==> src/rtl/rxr_pkg.sv <==
package rxr_pkg;

  // Byte address carried by a descriptor: 16 low bits plus 8 high bits.
  localparam int ADDR_W = 24;
  localparam int WORD_W = 16;
  localparam int WA_W   = ADDR_W - 1;   // word address
  localparam int BLK_W  = ADDR_W - 3;   // 8-byte descriptor slot address

  // Descriptor word offsets (the host decodes these).
  localparam logic [1:0] DW_ADDR  = 2'd0;
  localparam logic [1:0] DW_FLAGS = 2'd1;
  localparam logic [1:0] DW_CAP   = 2'd2;
  localparam logic [1:0] DW_MLEN  = 2'd3;

  // Flag byte bits.
  localparam logic [7:0] FL_OWN  = 8'h80;
  localparam logic [7:0] FL_ERR  = 8'h40;
  localparam logic [7:0] FL_CRC  = 8'h08;
  localparam logic [7:0] FL_BUFF = 8'h04;
  localparam logic [7:0] FL_STP  = 8'h02;
  localparam logic [7:0] FL_ENP  = 8'h01;

  typedef enum logic [3:0] {
    ST_IDLE,
    ST_F_FLG,
    ST_F_LO,
    ST_F_CAP,
    ST_F_GO,
    ST_STRM,
    ST_CL_FLUSH,
    ST_CL_MLEN,
    ST_CL_FLG,
    ST_NX_FLUSH,
    ST_NX_RD,
    ST_NX_CHK,
    ST_DROP
  } walk_st_e;

endpackage

==> src/rtl/rxr_ring_index.sv <==
module rxr_ring_index #(
  parameter int EXP_W = 3,
  parameter int IDX_W = 7
) (
  input  logic             clk,
  input  logic             rst_n,
  input  logic [EXP_W-1:0] ring_log2,
  input  logic             step,
  output logic [IDX_W-1:0] cur_idx,
  output logic [IDX_W-1:0] nxt_idx
);

  logic [IDX_W-1:0] mask;

  for (genvar b = 0; b < IDX_W; b++) begin : g_mask
    assign mask[b] = (32'(ring_log2) > b);
  end

  assign nxt_idx = (cur_idx + IDX_W'(1)) & mask;

  always_ff @(posedge clk or negedge rst_n) begin
    if (!rst_n) begin
      cur_idx <= '0;
    end else if (step) begin
      cur_idx <= nxt_idx;
    end
  end

endmodule

==> src/rtl/rxr_byte_packer.sv <==
module rxr_byte_packer #(
  parameter int BYTE_W = 8
) (
  input  logic              clk,
  input  logic              rst_n,
  input  logic              push,
  input  logic              clr,
  input  logic [BYTE_W-1:0] din,
  output logic              has_pend,
  output logic [BYTE_W-1:0] pend_byte
);

  always_ff @(posedge clk or negedge rst_n) begin
    if (!rst_n) begin
      has_pend  <= 1'b0;
      pend_byte <= '0;
    end else if (clr) begin
      has_pend <= 1'b0;
    end else if (push) begin
      if (has_pend) begin
        has_pend <= 1'b0;
      end else begin
        has_pend  <= 1'b1;
        pend_byte <= din;
      end
    end
  end

endmodule

==> src/rtl/rxr_walk_ctrl.sv <==
module rxr_walk_ctrl
  import rxr_pkg::*;
#(
  parameter int IDX_W = 7,
  parameter int CNT_W = 16
) (
  input  logic               clk,
  input  logic               rst_n,
  input  logic [BLK_W-1:0]   ring_base_blk,
  input  logic [IDX_W-1:0]   cur_idx,
  input  logic [IDX_W-1:0]   nxt_idx,
  output logic               idx_step,
  input  logic               in_valid,
  output logic               in_ready,
  input  logic [7:0]         in_data,
  input  logic               in_sof,
  input  logic               in_eof,
  input  logic               in_err,
  output logic               pk_push,
  output logic               pk_clr,
  input  logic               pk_has_pend,
  input  logic [7:0]         pk_pend,
  output logic               mem_req,
  output logic               mem_we,
  output logic [WA_W-1:0]    mem_addr,
  output logic [1:0]         mem_be,
  output logic [WORD_W-1:0]  mem_wdata,
  input  logic [WORD_W-1:0]  mem_rdata,
  output logic               rx_done,
  output logic               rx_miss
);

  walk_st_e         st, st_d;
  logic [WA_W-1:0]  buf_wa, wa_d;
  logic [CNT_W-1:0] buf_used, used_d;
  logic [CNT_W-1:0] buf_cap, cap_d;
  logic [CNT_W-1:0] frm_len, len_d;
  logic [7:0]       hadr, hadr_d;
  logic             first, first_d;
  logic             crc, crc_d;
  logic             done_d, miss_d;
  logic             own_rd, full;
  logic [7:0]       stp_fl;

  function automatic logic [WA_W-1:0] dwa(input logic [BLK_W-1:0] base,
                                          input logic [IDX_W-1:0] i,
                                          input logic [1:0] w);
    return {base + BLK_W'(i), w};
  endfunction

  assign own_rd = mem_rdata[15];
  assign full   = (buf_used == buf_cap);
  assign stp_fl = first ? FL_STP : 8'h00;

  always_comb begin
    st_d      = st;
    wa_d      = buf_wa;
    used_d    = buf_used;
    cap_d     = buf_cap;
    len_d     = frm_len;
    hadr_d    = hadr;
    first_d   = first;
    crc_d     = crc;
    done_d    = 1'b0;
    miss_d    = 1'b0;
    idx_step  = 1'b0;
    in_ready  = 1'b0;
    pk_push   = 1'b0;
    pk_clr    = 1'b0;
    mem_req   = 1'b0;
    mem_we    = 1'b0;
    mem_addr  = '0;
    mem_be    = 2'b11;
    mem_wdata = '0;
    unique case (st)
      ST_IDLE: begin
        in_ready = !in_sof;
        if (in_valid && in_sof) begin
          st_d    = ST_F_FLG;
          first_d = 1'b1;
          len_d   = '0;
          crc_d   = 1'b0;
        end
      end
      ST_F_FLG: begin
        mem_req  = 1'b1;
        mem_addr = dwa(ring_base_blk, cur_idx, DW_FLAGS);
        st_d     = ST_F_LO;
      end
      ST_F_LO: begin
        if (!own_rd) begin
          miss_d = 1'b1;
          st_d   = ST_DROP;
        end else begin
          hadr_d   = mem_rdata[7:0];
          mem_req  = 1'b1;
          mem_addr = dwa(ring_base_blk, cur_idx, DW_ADDR);
          st_d     = ST_F_CAP;
        end
      end
      ST_F_CAP: begin
        wa_d     = {hadr, mem_rdata[15:1]};
        mem_req  = 1'b1;
        mem_addr = dwa(ring_base_blk, cur_idx, DW_CAP);
        st_d     = ST_F_GO;
      end
      ST_F_GO: begin
        cap_d  = mem_rdata;
        used_d = '0;
        st_d   = ST_STRM;
      end
      ST_STRM: begin
        in_ready = !full;
        if (in_valid && full) begin
          st_d = pk_has_pend ? ST_NX_FLUSH : ST_NX_RD;
        end else if (in_valid) begin
          pk_push = 1'b1;
          used_d  = buf_used + CNT_W'(1);
          len_d   = frm_len + CNT_W'(1);
          if (pk_has_pend) begin
            mem_req   = 1'b1;
            mem_we    = 1'b1;
            mem_addr  = buf_wa;
            mem_wdata = {in_data, pk_pend};
            wa_d      = buf_wa + WA_W'(1);
          end
          if (in_eof) begin
            crc_d = in_err;
            st_d  = pk_has_pend ? ST_CL_MLEN : ST_CL_FLUSH;
          end
        end
      end
      ST_CL_FLUSH, ST_NX_FLUSH: begin
        mem_req   = 1'b1;
        mem_we    = 1'b1;
        mem_addr  = buf_wa;
        mem_be    = 2'b01;
        mem_wdata = {8'h00, pk_pend};
        pk_clr    = 1'b1;
        st_d      = (st == ST_CL_FLUSH) ? ST_CL_MLEN : ST_NX_RD;
      end
      ST_CL_MLEN: begin
        mem_req   = 1'b1;
        mem_we    = 1'b1;
        mem_addr  = dwa(ring_base_blk, cur_idx, DW_MLEN);
        mem_wdata = frm_len;
        st_d      = ST_CL_FLG;
      end
      ST_CL_FLG: begin
        mem_req   = 1'b1;
        mem_we    = 1'b1;
        mem_addr  = dwa(ring_base_blk, cur_idx, DW_FLAGS);
        mem_wdata = {FL_ENP | stp_fl | (crc ? (FL_ERR | FL_CRC) : 8'h00), hadr};
        idx_step  = 1'b1;
        done_d    = 1'b1;
        st_d      = ST_IDLE;
      end
      ST_NX_RD: begin
        mem_req  = 1'b1;
        mem_addr = dwa(ring_base_blk, nxt_idx, DW_FLAGS);
        st_d     = ST_NX_CHK;
      end
      ST_NX_CHK: begin
        mem_req   = 1'b1;
        mem_we    = 1'b1;
        mem_addr  = dwa(ring_base_blk, cur_idx, DW_FLAGS);
        mem_wdata = {stp_fl | (own_rd ? 8'h00 : (FL_ERR | FL_BUFF)), hadr};
        idx_step  = 1'b1;
        if (own_rd) begin
          first_d = 1'b0;
          st_d    = ST_F_FLG;
        end else begin
          miss_d = 1'b1;
          st_d   = ST_DROP;
        end
      end
      ST_DROP: begin
        in_ready = 1'b1;
        if (in_valid && in_eof) st_d = ST_IDLE;
      end
      default: st_d = ST_IDLE;
    endcase
  end

  always_ff @(posedge clk or negedge rst_n) begin
    if (!rst_n) begin
      st       <= ST_IDLE;
      buf_wa   <= '0;
      buf_used <= '0;
      buf_cap  <= '0;
      frm_len  <= '0;
      hadr     <= '0;
      first    <= 1'b0;
      crc      <= 1'b0;
      rx_done  <= 1'b0;
      rx_miss  <= 1'b0;
    end else begin
      st       <= st_d;
      buf_wa   <= wa_d;
      buf_used <= used_d;
      buf_cap  <= cap_d;
      frm_len  <= len_d;
      hadr     <= hadr_d;
      first    <= first_d;
      crc      <= crc_d;
      rx_done  <= done_d;
      rx_miss  <= miss_d;
    end
  end

endmodule

==> src/rtl/rx_ring_walker.sv <==
module rx_ring_walker
  import rxr_pkg::*;
#(
  parameter int EXP_W = 3,
  parameter int CNT_W = 16
) (
  input  logic               clk,
  input  logic               rst_n,
  input  logic [BLK_W-1:0]   ring_base_blk,
  input  logic [EXP_W-1:0]   ring_log2,
  input  logic               in_valid,
  output logic               in_ready,
  input  logic [7:0]         in_data,
  input  logic               in_sof,
  input  logic               in_eof,
  input  logic               in_err,
  output logic               mem_req,
  output logic               mem_we,
  output logic [WA_W-1:0]    mem_addr,
  output logic [1:0]         mem_be,
  output logic [WORD_W-1:0]  mem_wdata,
  input  logic [WORD_W-1:0]  mem_rdata,
  output logic               rx_done,
  output logic               rx_miss
);

  localparam int IDX_W = (1 << EXP_W) - 1;

  logic [IDX_W-1:0] idx_cur, idx_nxt;
  logic             idx_step;
  logic             pk_push, pk_clr, pk_has_pend;
  logic [7:0]       pk_pend;

  rxr_ring_index #(.EXP_W(EXP_W), .IDX_W(IDX_W)) u_index (
    .clk       (clk),
    .rst_n     (rst_n),
    .ring_log2 (ring_log2),
    .step      (idx_step),
    .cur_idx   (idx_cur),
    .nxt_idx   (idx_nxt)
  );

  rxr_byte_packer #(.BYTE_W(8)) u_packer (
    .clk       (clk),
    .rst_n     (rst_n),
    .push      (pk_push),
    .clr       (pk_clr),
    .din       (in_data),
    .has_pend  (pk_has_pend),
    .pend_byte (pk_pend)
  );

  rxr_walk_ctrl #(.IDX_W(IDX_W), .CNT_W(CNT_W)) u_ctrl (
    .clk           (clk),
    .rst_n         (rst_n),
    .ring_base_blk (ring_base_blk),
    .cur_idx       (idx_cur),
    .nxt_idx       (idx_nxt),
    .idx_step      (idx_step),
    .in_valid      (in_valid),
    .in_ready      (in_ready),
    .in_data       (in_data),
    .in_sof        (in_sof),
    .in_eof        (in_eof),
    .in_err        (in_err),
    .pk_push       (pk_push),
    .pk_clr        (pk_clr),
    .pk_has_pend   (pk_has_pend),
    .pk_pend       (pk_pend),
    .mem_req       (mem_req),
    .mem_we        (mem_we),
    .mem_addr      (mem_addr),
    .mem_be        (mem_be),
    .mem_wdata     (mem_wdata),
    .mem_rdata     (mem_rdata),
    .rx_done       (rx_done),
    .rx_miss       (rx_miss)
  );

endmodule

==> config.mk <==
export PLATFORM = sky130hd
export DESIGN_NAME = rx_ring_walker
export DESIGN_NICKNAME = d
export VERILOG_FILES = /design/src/rtl/rxr_pkg.sv /design/src/rtl/rxr_ring_index.sv /design/src/rtl/rxr_byte_packer.sv /design/src/rtl/rxr_walk_ctrl.sv /design/src/rtl/rx_ring_walker.sv
export SDC_FILE = /design/constraint.sdc
export NUM_CORES = 1
export LEC_CHECK = 0
export ABC_AREA = 1
export BUFFER_PORTS_ARGS = -buffer_cell sky130_fd_sc_hd__buf_2
export CORE_AREA = 5 5 169 155
export DETAILED_ROUTE_END_ITERATION = 8
export DIE_AREA = 0 0 174 160
export PLACE_DENSITY = 0.62
export SETUP_SLACK_MARGIN = 0.4
export SLEW_MARGIN = 10
export SYNTH_ARGS = -nofsm -noshare
export SYNTH_HDL_FRONTEND = slang
export SYNTH_SLANG_ARGS = --single-unit
==> constraint.sdc <==
create_clock -name clk -period 5 [get_ports clk]
set_input_delay 0.5 -clock clk [delete_from_list [all_inputs] [get_ports clk]]
set_output_delay 0.5 -clock clk [all_outputs]
set_load 0.02 [all_outputs]
==> flow_summary.yaml <==
outcome:
  status: "completed"
drt:
  routedWlPerCell_um: 15.56
  routed_wl_mm: 26.68
  vias_per_cell: 5.160
  drc: 0
  num_vias: 8844
  initialDrtViolationCount: 769
  dr.pass1.iters: 5
  ant_nets: 0
global_route:
  grt_max_degree: 62
  grt.total_usage_pct: 18.78
  antenna_found_initial: 0
  overflow: 0
  grt_pass1_vias: 7932
  grt_pass1_wl_mm: 42.98
synth:
  synthCells: 1323
  synth_area_um2: 8348
  synth_ff_type: "dfrtp_1"
  synth_mux_area_share_pct: 0.7194
  syn_avg_cell_area_um2: 6.310
  synth_compound_area_share_pct: 10.93
  synth-adder-area-share_pct: 3.177
  synthTopCellsByArea: "dfrtp_1 31%, nand2_1 21%, nand3_1 10%"
  synth_cell_types: 48
  synth-simple-area-share_pct: 43.39
  synth_fp_nets: 1397
  ys_seq_area_share_pct: 30.88
  synth_seq_cells: 103
  yosys.area_share.xor_xnor_pct: 1.574
  ys_warn_count: 0
  yosysTopAreaCellShare_pct: 30.88
  synth_top_area_cell: "dfrtp_1"
  synth_top_family_by_area: "simple AND/OR/NAND/NOR gates"
  synth_edf_count: 0
  async_reset_ff_share_pct: 100.0
timing:
  worst_slew_pin_slew_ns: 1.074
  period_minus_slack_ns: 3.853
  finalClockSkew_ns: 0.01434
  rsz0062_at_grt: "false"
  hold_viol: 0
  period_share_pct: 77.06
  fmax_ghz: 0.2595
  hold_ws_ns: 0.2052
  finalSetupViolations: 0
  slew_headroom_pct: 28.17
  slew_violations: 0
  tns_ns: 0
placement:
  port_buffers: 98
  dp.cells: 1698
  gp_congestion: 0.9152
  post-dp-hpwl_mm: 20.43
die:
  core_um2: 24050
  die_y_um: 160
  fp.dieW_um: 174
  ios: 100
  initial_utilization_pct: 34.71
  row_count: 54
  die-area_um2: 27840
cells_and_area:
  nFillCells: 2626
  finalNonFillerCells: 1714
  final_common_cell: "nand2_1"
  drive_above_1_share_pct: 12.66
  register_area_um2: 2577
  n_antenna_cell: 0
  multi_input_area_um2: 4999
  syn_to_final_growth_pct: 11.74
  final_cell_mix: "458 x nand2_1, 170 x nand3_1, 132 x inv_1, 103 x dfrtp_1, 100 x nor2_1"
  nNetsFinal: 1475
clock_tree:
  clk_latency_ns: 0.37
  clk_pin_slew_worst_paths_ns: 0.08
  cts_root_buf: "clkbuf_16"
  postCtsHoldBufs: 0
  clock_sinks: 103
  cts_resized: 0
  clock_path_buffers: 2
  numCtsBuffers: 9
  cts_htree_levels: 3
  cts_setup_buffers: 0
  cts_tree: "done"
setup_path:
  cp_max_fo: 6
  cp.arrival_ns: 3.35
  worstSetupPathType: "reg2out"
  timing.rr.start: "u_ctrl.st[3]"
  rrSetupSlack_ns: 2.16
  worstSetupEndpointType: "primary output"
  cp-startpoint: "u_index.cur_idx[1]"
  cp-start-kind: "flip-flop"
  r2r-end: "u_ctrl.buf_wa[11]"
  worstRegToRegCells: 7
  cp-endpoint: "mem_addr[15]"
  required_ns: 4.50
power:
  p_clk_share_pct: 16.5
  comb_power_share_pct: 50.4
  p_per_area_nw_per_um2: 461.2
  seqPwrFrac_pct: 33.1
  switching_share_pct: 50.40
  switching_power_mw: 2.168
  peakVddDrop_uv: 197.1
  leakagePower_nw: 4.686
  cellInternalPower_mw: 2.134
hold_path:
  hold_path.class: "in2async"
job:
  drv_cap: 0
worst min path at each step:
stage / from / depth (start not counted) / slack, ns / endpoint
2_1_floorplan: rst_n / 0 / 0.20 / u_ctrl.buf_cap[0]
3_3_place_gp: u_ctrl.crc / 2 / 0.46 / u_ctrl.crc
3_5_place_dp: u_ctrl.crc / 2 / 0.47 / u_ctrl.crc
4_1_cts: rst_n / 1 / 0.25 / u_index.cur_idx[0]
5_1_grt: rst_n / 1 / 0.28 / u_index.cur_idx[0]
6_report: rst_n / 1 / 0.21 / u_index.cur_idx[0]
power groups by stage:
stage          clock, mW  sequential, mW  combinational (mW)
3_5_place_dp           0            1.43                2.17
6_report           0.708            1.43                2.17
5_1_grt            0.753            1.47                2.46
3_3_place_gp           0            1.43                2.14
2_1_floorplan          0            1.30                1.65
4_1_cts            0.724            1.42                2.17
per-layer routing:
layer  global-route usage, %  vias to the layer above  wire, um
met5                       0                        -         0
met4                   4.282                        0       349
met3                   3.215                       20      1348
met2                   27.62                      252     11660
met1                   28.64                     4118     13310
li1                        -                     4454         -
flip-flops by register name, summed over array words and instances, names as in the netlist, 4 cells and up:
| signal | count |
|---|---|
| u_ctrl.buf_wa | 23 |
| u_ctrl.buf_cap | 16 |
| u_ctrl.buf_used | 16 |
| u_ctrl.frm_len | 16 |
| u_ctrl.hadr | 8 |
| u_packer.pend_byte | 8 |
| u_index.cur_idx | 7 |
| u_ctrl.st | 4 |
Yosys cell counts, types with 6 or more instances:
| master | n |
|---|---|
| nand2_1 | 458 |
| nand3_1 | 170 |
| inv_1 | 132 |
| dfrtp_1 | 103 |
| nor2_1 | 100 |
| o21ai_0 | 65 |
| o21ai_1 | 46 |
| a21oi_1 | 31 |
| nand4_1 | 26 |
| nor3_1 | 21 |
| or2_2 | 20 |
| ha_1 | 18 |
| buf_2 | 16 |
| inv_2 | 15 |
| xor2_1 | 11 |
| buf_4 | 7 |
| clkbuf_1 | 7 |
| o21bai_1 | 7 |
| mux2i_1 | 6 |
| nor2_2 | 6 |
critical path, cell delays in order (launching register included):
cell and delay (ns):
dfrtp_1 0.44, ha_1 0.21, nand3_1 0.12, nor3_1 0.21, o21ai_0 0.11, a21oi_1 0.25
ha_1 0.33, nand2_1 0.11, inv_1 0.04, a21oi_1 0.25, nand2_1 0.22, nand3_1 0.15
nand2_1 0.06, nand2_1 0.05, o21ai_0 0.08, nor2_1 0.11, nand2_1 0.08, buf_2 0.17
cell type report:
class / instances / share of cell area (%)
multi-input combinational: 1036 / 53.59
sequential: 103 / 27.63
inverter: 149 / 6.009
timing repair buffer: 102 / 5.607
tap: 308 / 4.131
clock buffer: 10 / 2.455
clock inverter: 6 / 0.5768
through the flow:
step,area [um^2],util (%),power [mW],setup slack [ns]
6_report,9328,38.78,4.302,1.147
5_1_grt,9328,38.78,4.677,0.7326
4_1_cts,9324,38.76,4.319,1.185
3_5_place_dp,9041,37.59,3.600,1.606
3_3_place_gp,9041,37.59,3.573,1.683
2_1_floorplan,8348,-,2.957,2.133
cells by family (layout without fill, tap and decap cells):
kind of cell / after synthesis / count (layout)
multiplexers: 6 / 6
other: 1 / 1
AND/OR/NAND/NOR: 825 / 825
flip-flops: 103 / 103
buffers and inverters: 184 / 267
AO/OA/AOI/OAI: 169 / 169
adder cells (fa/ha/maj): 20 / 20
XOR/XNOR: 15 / 15
Note: power is estimated with default switching activity, not from simulation.
